**config.mk**
```make
export PLATFORM = sky130hd
export DESIGN_NAME = ifq_top
export DESIGN_NICKNAME = d
export VERILOG_FILES = /design/src/rtl/ifq_pkg.sv /design/src/rtl/ifq_seq.sv /design/src/rtl/ifq_store.sv /design/src/rtl/ifq_track.sv /design/src/rtl/ifq_top.sv
export SDC_FILE = /design/constraint.sdc
export NUM_CORES = 1
export LEC_CHECK = 0
export ABC_AREA = 1
export BUFFER_PORTS_ARGS = -buffer_cell sky130_fd_sc_hd__buf_4
export CORE_ASPECT_RATIO = 0.5
export CORE_MARGIN = 2
export CORE_UTILIZATION = 52
export CTS_BUF_LIST = sky130_fd_sc_hd__clkbuf_16
export CTS_CLUSTER_DIAMETER = 40
export CTS_CLUSTER_SIZE = 40
export DETAILED_ROUTE_END_ITERATION = 6
export PLACE_DENSITY = 0.84
export SETUP_SLACK_MARGIN = 0.5
export SLEW_MARGIN = 40
export SYNTH_ARGS = -nofsm -noshare
export SYNTH_HDL_FRONTEND = slang
export SYNTH_HIERARCHICAL = 1
export SYNTH_SLANG_ARGS = --single-unit
```
**constraint.sdc**
```tcl
create_clock -name clk -period 2.34 [get_ports clk]
set_clock_uncertainty 0.1 [all_clocks]
set_input_delay 0.234 -clock clk [delete_from_list [all_inputs] [get_ports clk]]
set_output_delay 0.234 -clock clk [all_outputs]
set_load 0.1 [all_outputs]
```
**src/rtl/ifq_pkg.sv**
```systemverilog
package ifq_pkg;

  typedef enum logic {
    FS_ADDR = 1'b0,
    FS_READ = 1'b1
  } fetch_state_t;

  // position p moved forward by n entries in a ring of the given depth
  function automatic int ring_add(input int p, input int n, input int depth);
    return (p + n) % depth;
  endfunction

  // occupancy after one cycle of optional write and a take of n bytes
  function automatic int occ_next(input int occ, input bit wr, input int taken);
    return occ + (wr ? 1 : 0) - taken;
  endfunction

  // a take request is legal when its length is 1..max and no more than held
  function automatic bit take_legal(input int len, input int occ, input int max_len);
    return (len >= 1) && (len <= max_len) && (len <= occ);
  endfunction

endpackage

```
**src/rtl/ifq_seq.sv**
```systemverilog
module ifq_seq
  import ifq_pkg::*;
#(
  parameter int ADDR_W   = 16,
  parameter logic [ADDR_W-1:0] RESET_PC = '0
) (
  input  logic              clk,
  input  logic              rst_n,
  input  logic              fetch_en,
  input  logic              restart,
  input  logic [ADDR_W-1:0] pc_in,
  input  logic              full,
  output logic [ADDR_W-1:0] pm_addr,
  output logic              wr_fire,
  output logic              flush
);

  fetch_state_t      state_q;
  logic [ADDR_W-1:0] start_q;
  logic              addr_go;

  assign addr_go = (state_q == FS_ADDR) && fetch_en && !restart;
  assign wr_fire = (state_q == FS_READ) && fetch_en && !full && !restart;
  assign flush   = restart || addr_go;

  always_ff @(posedge clk) begin
    if (!rst_n) begin
      state_q <= FS_ADDR;
      start_q <= RESET_PC;
      pm_addr <= '0;
    end else if (restart) begin
      state_q <= FS_ADDR;
      start_q <= pc_in;
    end else if (addr_go) begin
      state_q <= FS_READ;
      pm_addr <= start_q;
    end else if (wr_fire) begin
      pm_addr <= pm_addr + ADDR_W'(1);
    end
  end

endmodule

```
**src/rtl/ifq_store.sv**
```systemverilog
module ifq_store
  import ifq_pkg::*;
#(
  parameter int DEPTH    = 8,
  parameter int TAKE_MAX = 5,
  localparam int PTR_W   = $clog2(DEPTH)
) (
  input  logic                  clk,
  input  logic                  rst_n,
  input  logic                  flush,
  input  logic                  wr_fire,
  input  logic [7:0]            pm_data,
  input  logic [PTR_W-1:0]      rd_ptr,
  output logic [8*TAKE_MAX-1:0] peek
);

  logic [7:0]       ring [DEPTH];
  logic [PTR_W-1:0] wr_ptr;

  always_ff @(posedge clk) begin
    if (!rst_n || flush) begin
      wr_ptr <= '0;
    end else if (wr_fire) begin
      wr_ptr <= PTR_W'(ring_add(int'(wr_ptr), 1, DEPTH));
    end
  end

  always_ff @(posedge clk) begin
    if (wr_fire) begin
      ring[wr_ptr] <= pm_data;
    end
  end

  for (genvar k = 0; k < TAKE_MAX; k++) begin : g_peek
    logic [PTR_W-1:0] slot;
    assign slot = PTR_W'(ring_add(int'(rd_ptr), k, DEPTH));
    assign peek[8*k +: 8] = ring[slot];
  end

endmodule

```
**src/rtl/ifq_track.sv**
```systemverilog
module ifq_track
  import ifq_pkg::*;
#(
  parameter int DEPTH    = 8,
  parameter int TAKE_MAX = 5,
  localparam int PTR_W   = $clog2(DEPTH),
  localparam int CNT_W   = $clog2(DEPTH + 1),
  localparam int LEN_W   = $clog2(TAKE_MAX + 1)
) (
  input  logic             clk,
  input  logic             rst_n,
  input  logic             flush,
  input  logic             restart,
  input  logic             wr_fire,
  input  logic             take_valid,
  input  logic [LEN_W-1:0] take_len,
  output logic [PTR_W-1:0] rd_ptr,
  output logic [CNT_W-1:0] avail,
  output logic             full,
  output logic             take_err,
  output logic             take_fire,
  output logic             take_bad
);

  logic len_ok;
  int   taken;

  assign len_ok    = take_legal(int'(take_len), int'(avail), TAKE_MAX);
  assign take_fire = take_valid && !restart && len_ok;
  assign take_bad  = take_valid && !restart && !len_ok;
  assign taken     = take_fire ? int'(take_len) : 0;

  always_ff @(posedge clk) begin
    if (!rst_n || flush) begin
      rd_ptr <= '0;
      avail  <= '0;
      full   <= 1'b0;
    end else begin
      avail <= CNT_W'(occ_next(int'(avail), wr_fire, taken));
      if (take_fire) begin
        rd_ptr <= PTR_W'(ring_add(int'(rd_ptr), taken, DEPTH));
        full   <= 1'b0;
      end else if (wr_fire && (int'(avail) == DEPTH - 1)) begin
        full <= 1'b1;
      end
    end
  end

  always_ff @(posedge clk) begin
    if (!rst_n) begin
      take_err <= 1'b0;
    end else begin
      take_err <= take_bad;
    end
  end

endmodule

```
**src/rtl/ifq_top.sv**
```systemverilog
module ifq_top
  import ifq_pkg::*;
#(
  parameter int ADDR_W   = 16,
  parameter int DEPTH    = 8,
  parameter int TAKE_MAX = 5,
  parameter logic [ADDR_W-1:0] RESET_PC = 16'h0100,
  localparam int PTR_W   = $clog2(DEPTH),
  localparam int CNT_W   = $clog2(DEPTH + 1),
  localparam int LEN_W   = $clog2(TAKE_MAX + 1)
) (
  input  logic                  clk,
  input  logic                  rst_n,
  input  logic                  fetch_en,
  input  logic                  restart,
  input  logic [ADDR_W-1:0]     pc_in,
  output logic [ADDR_W-1:0]     pm_addr,
  input  logic [7:0]            pm_data,
  output logic [CNT_W-1:0]      avail,
  output logic                  full,
  output logic [8*TAKE_MAX-1:0] peek,
  input  logic                  take_valid,
  input  logic [LEN_W-1:0]      take_len,
  output logic                  take_err
);

  logic             wr_fire;
  logic             flush;
  logic             take_fire;
  logic             take_bad;
  logic [PTR_W-1:0] rd_ptr;

  ifq_seq #(.ADDR_W(ADDR_W), .RESET_PC(RESET_PC)) u_seq (
    .clk(clk), .rst_n(rst_n), .fetch_en(fetch_en), .restart(restart),
    .pc_in(pc_in), .full(full), .pm_addr(pm_addr),
    .wr_fire(wr_fire), .flush(flush)
  );

  ifq_store #(.DEPTH(DEPTH), .TAKE_MAX(TAKE_MAX)) u_store (
    .clk(clk), .rst_n(rst_n), .flush(flush), .wr_fire(wr_fire),
    .pm_data(pm_data), .rd_ptr(rd_ptr), .peek(peek)
  );

  ifq_track #(.DEPTH(DEPTH), .TAKE_MAX(TAKE_MAX)) u_track (
    .clk(clk), .rst_n(rst_n), .flush(flush), .restart(restart),
    .wr_fire(wr_fire), .take_valid(take_valid), .take_len(take_len),
    .rd_ptr(rd_ptr), .avail(avail), .full(full), .take_err(take_err),
    .take_fire(take_fire), .take_bad(take_bad)
  );

endmodule

```
==> out/qor.csv, run 1 <==
stage,metric,value,unit
run_status,result of the run,did not finish,
run_status,failing step,global routing,
run_status,tool error,"[ERROR DPL-0038] Utilization greater than 100%, impossible to legalize",
cts,Sink Count,109,
placement,cell area after placement,8890,µm²
synth,Synth Warn #,6,
cts,total CTS buffers,9,
cts,clk buf depth,2,
placement,port bufs,93,
synth,synthesized area,6610,µm²
die,Die Ht,83.7,µm
synth,Syn Inst Count,914,
die,DIE WIDTH,163,µm
timing,worst-path endpoint category,register input,
synth,Mean Syn Cell Area,7.23,µm²
synth,Mapped Nets,962,
cts,CTS H-Tree Depth,3,
global_routing,largest net degree at the start of global routing,25,
cts,clk root buf,clkbuf_16,
die,row count,29,
die,Starting Density,0.527,
placement,Placer Congestion,0.913,
die,I/O pin total,94,
timing,GR repair worst EP,u_track/rd_ptr[2]$_SDFFE_PP0N_/D,
placement,placed wire-length estimate,15100,µm
==> what timing repair did <==
action	CTS
buffers inserted	36
endpoints found under the setup margin	46
endpoints found under the hold margin	1
pin swaps	99
resized for setup	342
gates cloned	17
hold buffers	1
==> per-stage QoR <==
| stage | std cells | worst slack [ps] | TNS, ps |
|---|---|---|---|
| CTS | 1245 | -64.0 | -135 |
| detailed placement | 1175 | -121 | -365 |
| global placement | 1175 | -6.45 | -6.45 |
| floorplan | 914 | -214 | -699 |
==> run 2: changes to the inputs <==
- CORE_ASPECT_RATIO: 0.5 -> default
- CORE_UTILIZATION: 52 -> 40
- CTS_BUF_LIST: sky130_fd_sc_hd__clkbuf_16 -> default
- CTS_CLUSTER_DIAMETER: 40 -> default
- CTS_CLUSTER_SIZE: 40 -> default
- PLACE_DENSITY: 0.84 -> default
- PLACE_DENSITY_LB_ADDON: default -> 0.15
- SETUP_SLACK_MARGIN: 0.5 -> default
- clock period: 2.34 -> 3 ns (I/O delays scaled with it)
==> run 2 against run 1 <==
Compared with the run above: the run now ends clean; synthesized area unchanged; synthesized cell count unchanged.
==> out/qor.csv, run 2 <==
stage,metric,value,unit,change
cts,Clock transition at path regs,70,ps,
die,row count,47,,+62%
finish,final cell count without fillers,1223,,
global_routing,GRT Util Overall,0.216,,
route,routed vias/inst,5.13,,
timing,RSZ-0062 raised after global routing,false,,
hold_path,Hold Path Depth,3,,
finish,most common library cell in the layout ignoring fill and taps,nand2_1,,
finish,Layout Cell Area excl Fill,7810,µm²,
pwr,power density over the cells,416,nW/µm²,
timing,Total Neg Setup Slack,0,ps,
hold_path,Hold/Removal Path Class,in2reg,,
cts,Sink Count,109,,unchanged
cts,CTS resizes,0,,-100%
global_routing,largest net degree at the start of global routing,75,,
placement,cell area after placement,7490,µm²,-16%
synth,Synth Warn #,6,,unchanged
die,DIE WIDTH,133,µm,-19%
placement,Placer Congestion,0.859,,-6.0%
finish,top flop regs,"u_store/ring (64), u_seq/pm_addr (16), u_seq/start_q (16)",,
finish,fraction of layout cells with a size suffix above 1,0.164,,
global_routing,vias in the first global route,5787,,
global_routing,total grt overflow,0,,
critical_path,"Req. time, crit path",2600,ps,
timing,final hold violation count,0,,
finish,# fillers,1700,,
cts,total CTS buffers,9,,unchanged
global_routing,initial antenna violation count,0,,
cts,setup bufs post-CTS,0,,-100%
timing,Highest Clock Rate,0.360,GHz,
timing,minimum clock period,2780,ps,
synth,synthesized area,6610,µm²,unchanged
cts,Hold Buf Count CTS,0,,-1
critical_path,Startpoint Class,flip-flop,,
route,Pre-antenna DRT Iters,5,,
cts,CTS H-Tree Depth,3,,unchanged
route,# DRC,0,,
placement,port bufs,93,,unchanged
timing,slew at the pin with the worst max-slew slack,763,ps,
finish,Final nets,1046,,
timing,final setup fails,0,,
route,post-route ant nets,0,,
critical_path,crit end category,output port,,
timing,Tcrit/Tclk final,0.927,,
synth,Mean Syn Cell Area,7.23,µm²,unchanged
pwr,Pleak,3.49,nW,
synth,Syn Inst Count,914,,unchanged
finish,"leading cell types in the layout, fill and taps excluded","286 x nand2_1, 210 x nand3_1, 112 x buf_4, 88 x inv_1, 64 x edfxtp_1",,
pwr,total power,3.25,mW,
critical_path,Reg2Reg Depth,16,,
run_status,result of the run,"finished, final reports clean",,
pwr,VDD IR max,0.000231,V,
cts,clk buf depth,2,,unchanged
placement,placed wire-length estimate,13000,µm,-13%
finish,number of flip-flops in the largest register,64,,
timing,post-route setup slack,220,ps,
critical_path,"Arr. time, crit path",2380,ps,
placement,pre-CTS setup slack,400,ps,+521 ps
critical_path,Critical R2R Launch,u_track/avail[1],,
finish,Ant. Diodes,0,,
timing,hold slack,63.7,ps,
die,Starting Density,0.404,,-0.122
finish,Final Util,0.478,,
route,mean routed wirelength per cell,15.5,µm,
die,die area,17600,µm²,
route,WL final,18900,µm,
placement,dpl cells,1207,,+2.7%
global_routing,first-pass GRT wire length,30100,µm,
cts,worst-skew pair later-pin latency,350,ps,
timing,Max Slew Vio Count,0,,
hold_path,hold path start,pc_in[8],,
die,Core ar.,16300,µm²,
critical_path,Worst Setup Path Type,reg2out,,
timing,Relative slew margins,0.491,,
critical_path,crit-path max FO,16,,
die,I/O pin total,94,,unchanged
finish,Biggest register,u_store/ring,,
critical_path,FF-to-FF setup slack,410,ps,
route,via count,6269,,
cts,TritonCTS clock tree,done,,
synth,Mapped Nets,962,,unchanged
route,initial DRC count,491,,
flow_run,Max Cap Violations,0,,
hold_path,WHS Endpoint,u_seq/start_q[8],,
cts,clk root buf,clkbuf_16,,
critical_path,Worst R2R End,u_track/avail[2],,
finish,Layout Area Growth over Synthesis,18.2,%,
die,Die Ht,133,µm,+58%
-- run 2: area by class of cell --
type / count / area [µm²] / share of cell area
multi-input combinational: 667 / 3170 / 0.406
sequential: 109 / 2830 / 0.362
timing repair buffer: 112 / 841 / 0.108
inverter: 99 / 378 / 0.0484
tap: 220 / 275 / 0.0352
clock buffer: 9 / 225 / 0.0288
clock inverter: 7 / 98.8 / 0.0127
-- run 2: report_power, final --
| group | switching [mW] | leakage [nW] | internal (mW) |
|---|---|---|---|
| logic | 0.231 | 2.39 | 0.0893 |
| clock network | 0.560 | 0.156 | 0.737 |
| registers | 0.0244 | 0.946 | 1.61 |
-- run 2: routing by layer --
metal,track usage,wire length [µm],up-vias,part of all wire
li1,-,-,3176,-
met1,0.284,8330,2859,0.44
met2,0.370,9220,213,0.49
met3,0.0326,1150,21,0.061
met4,0.0579,229,0,0.012
met5,0,0,-,0
-- run 2: worst max path at each step --
stage | depth (start not counted) | startpoint | end
finish | 7 | u_track/rd_ptr[1] | peek[9]
global route | 7 | u_track/rd_ptr[1] | peek[9]
CTS | 7 | u_track/rd_ptr[1] | peek[13]
detailed placement | 16 | take_len[1] | u_track/avail[2]
global placement | 16 | take_len[1] | u_track/avail[2]
floorplan | 16 | u_track/avail[0] | u_track/avail[2]
-- run 2: worst max-delay path, cell delays in order (launching register included) --
cell	delay, ps
dfxtp_1	490
buf_4	300
ha_1	220
nand2_1	60
nand2_1	380
nand3_1	180
nand2_1	100
buf_4	290
Power figures use the tool's default switching activity.
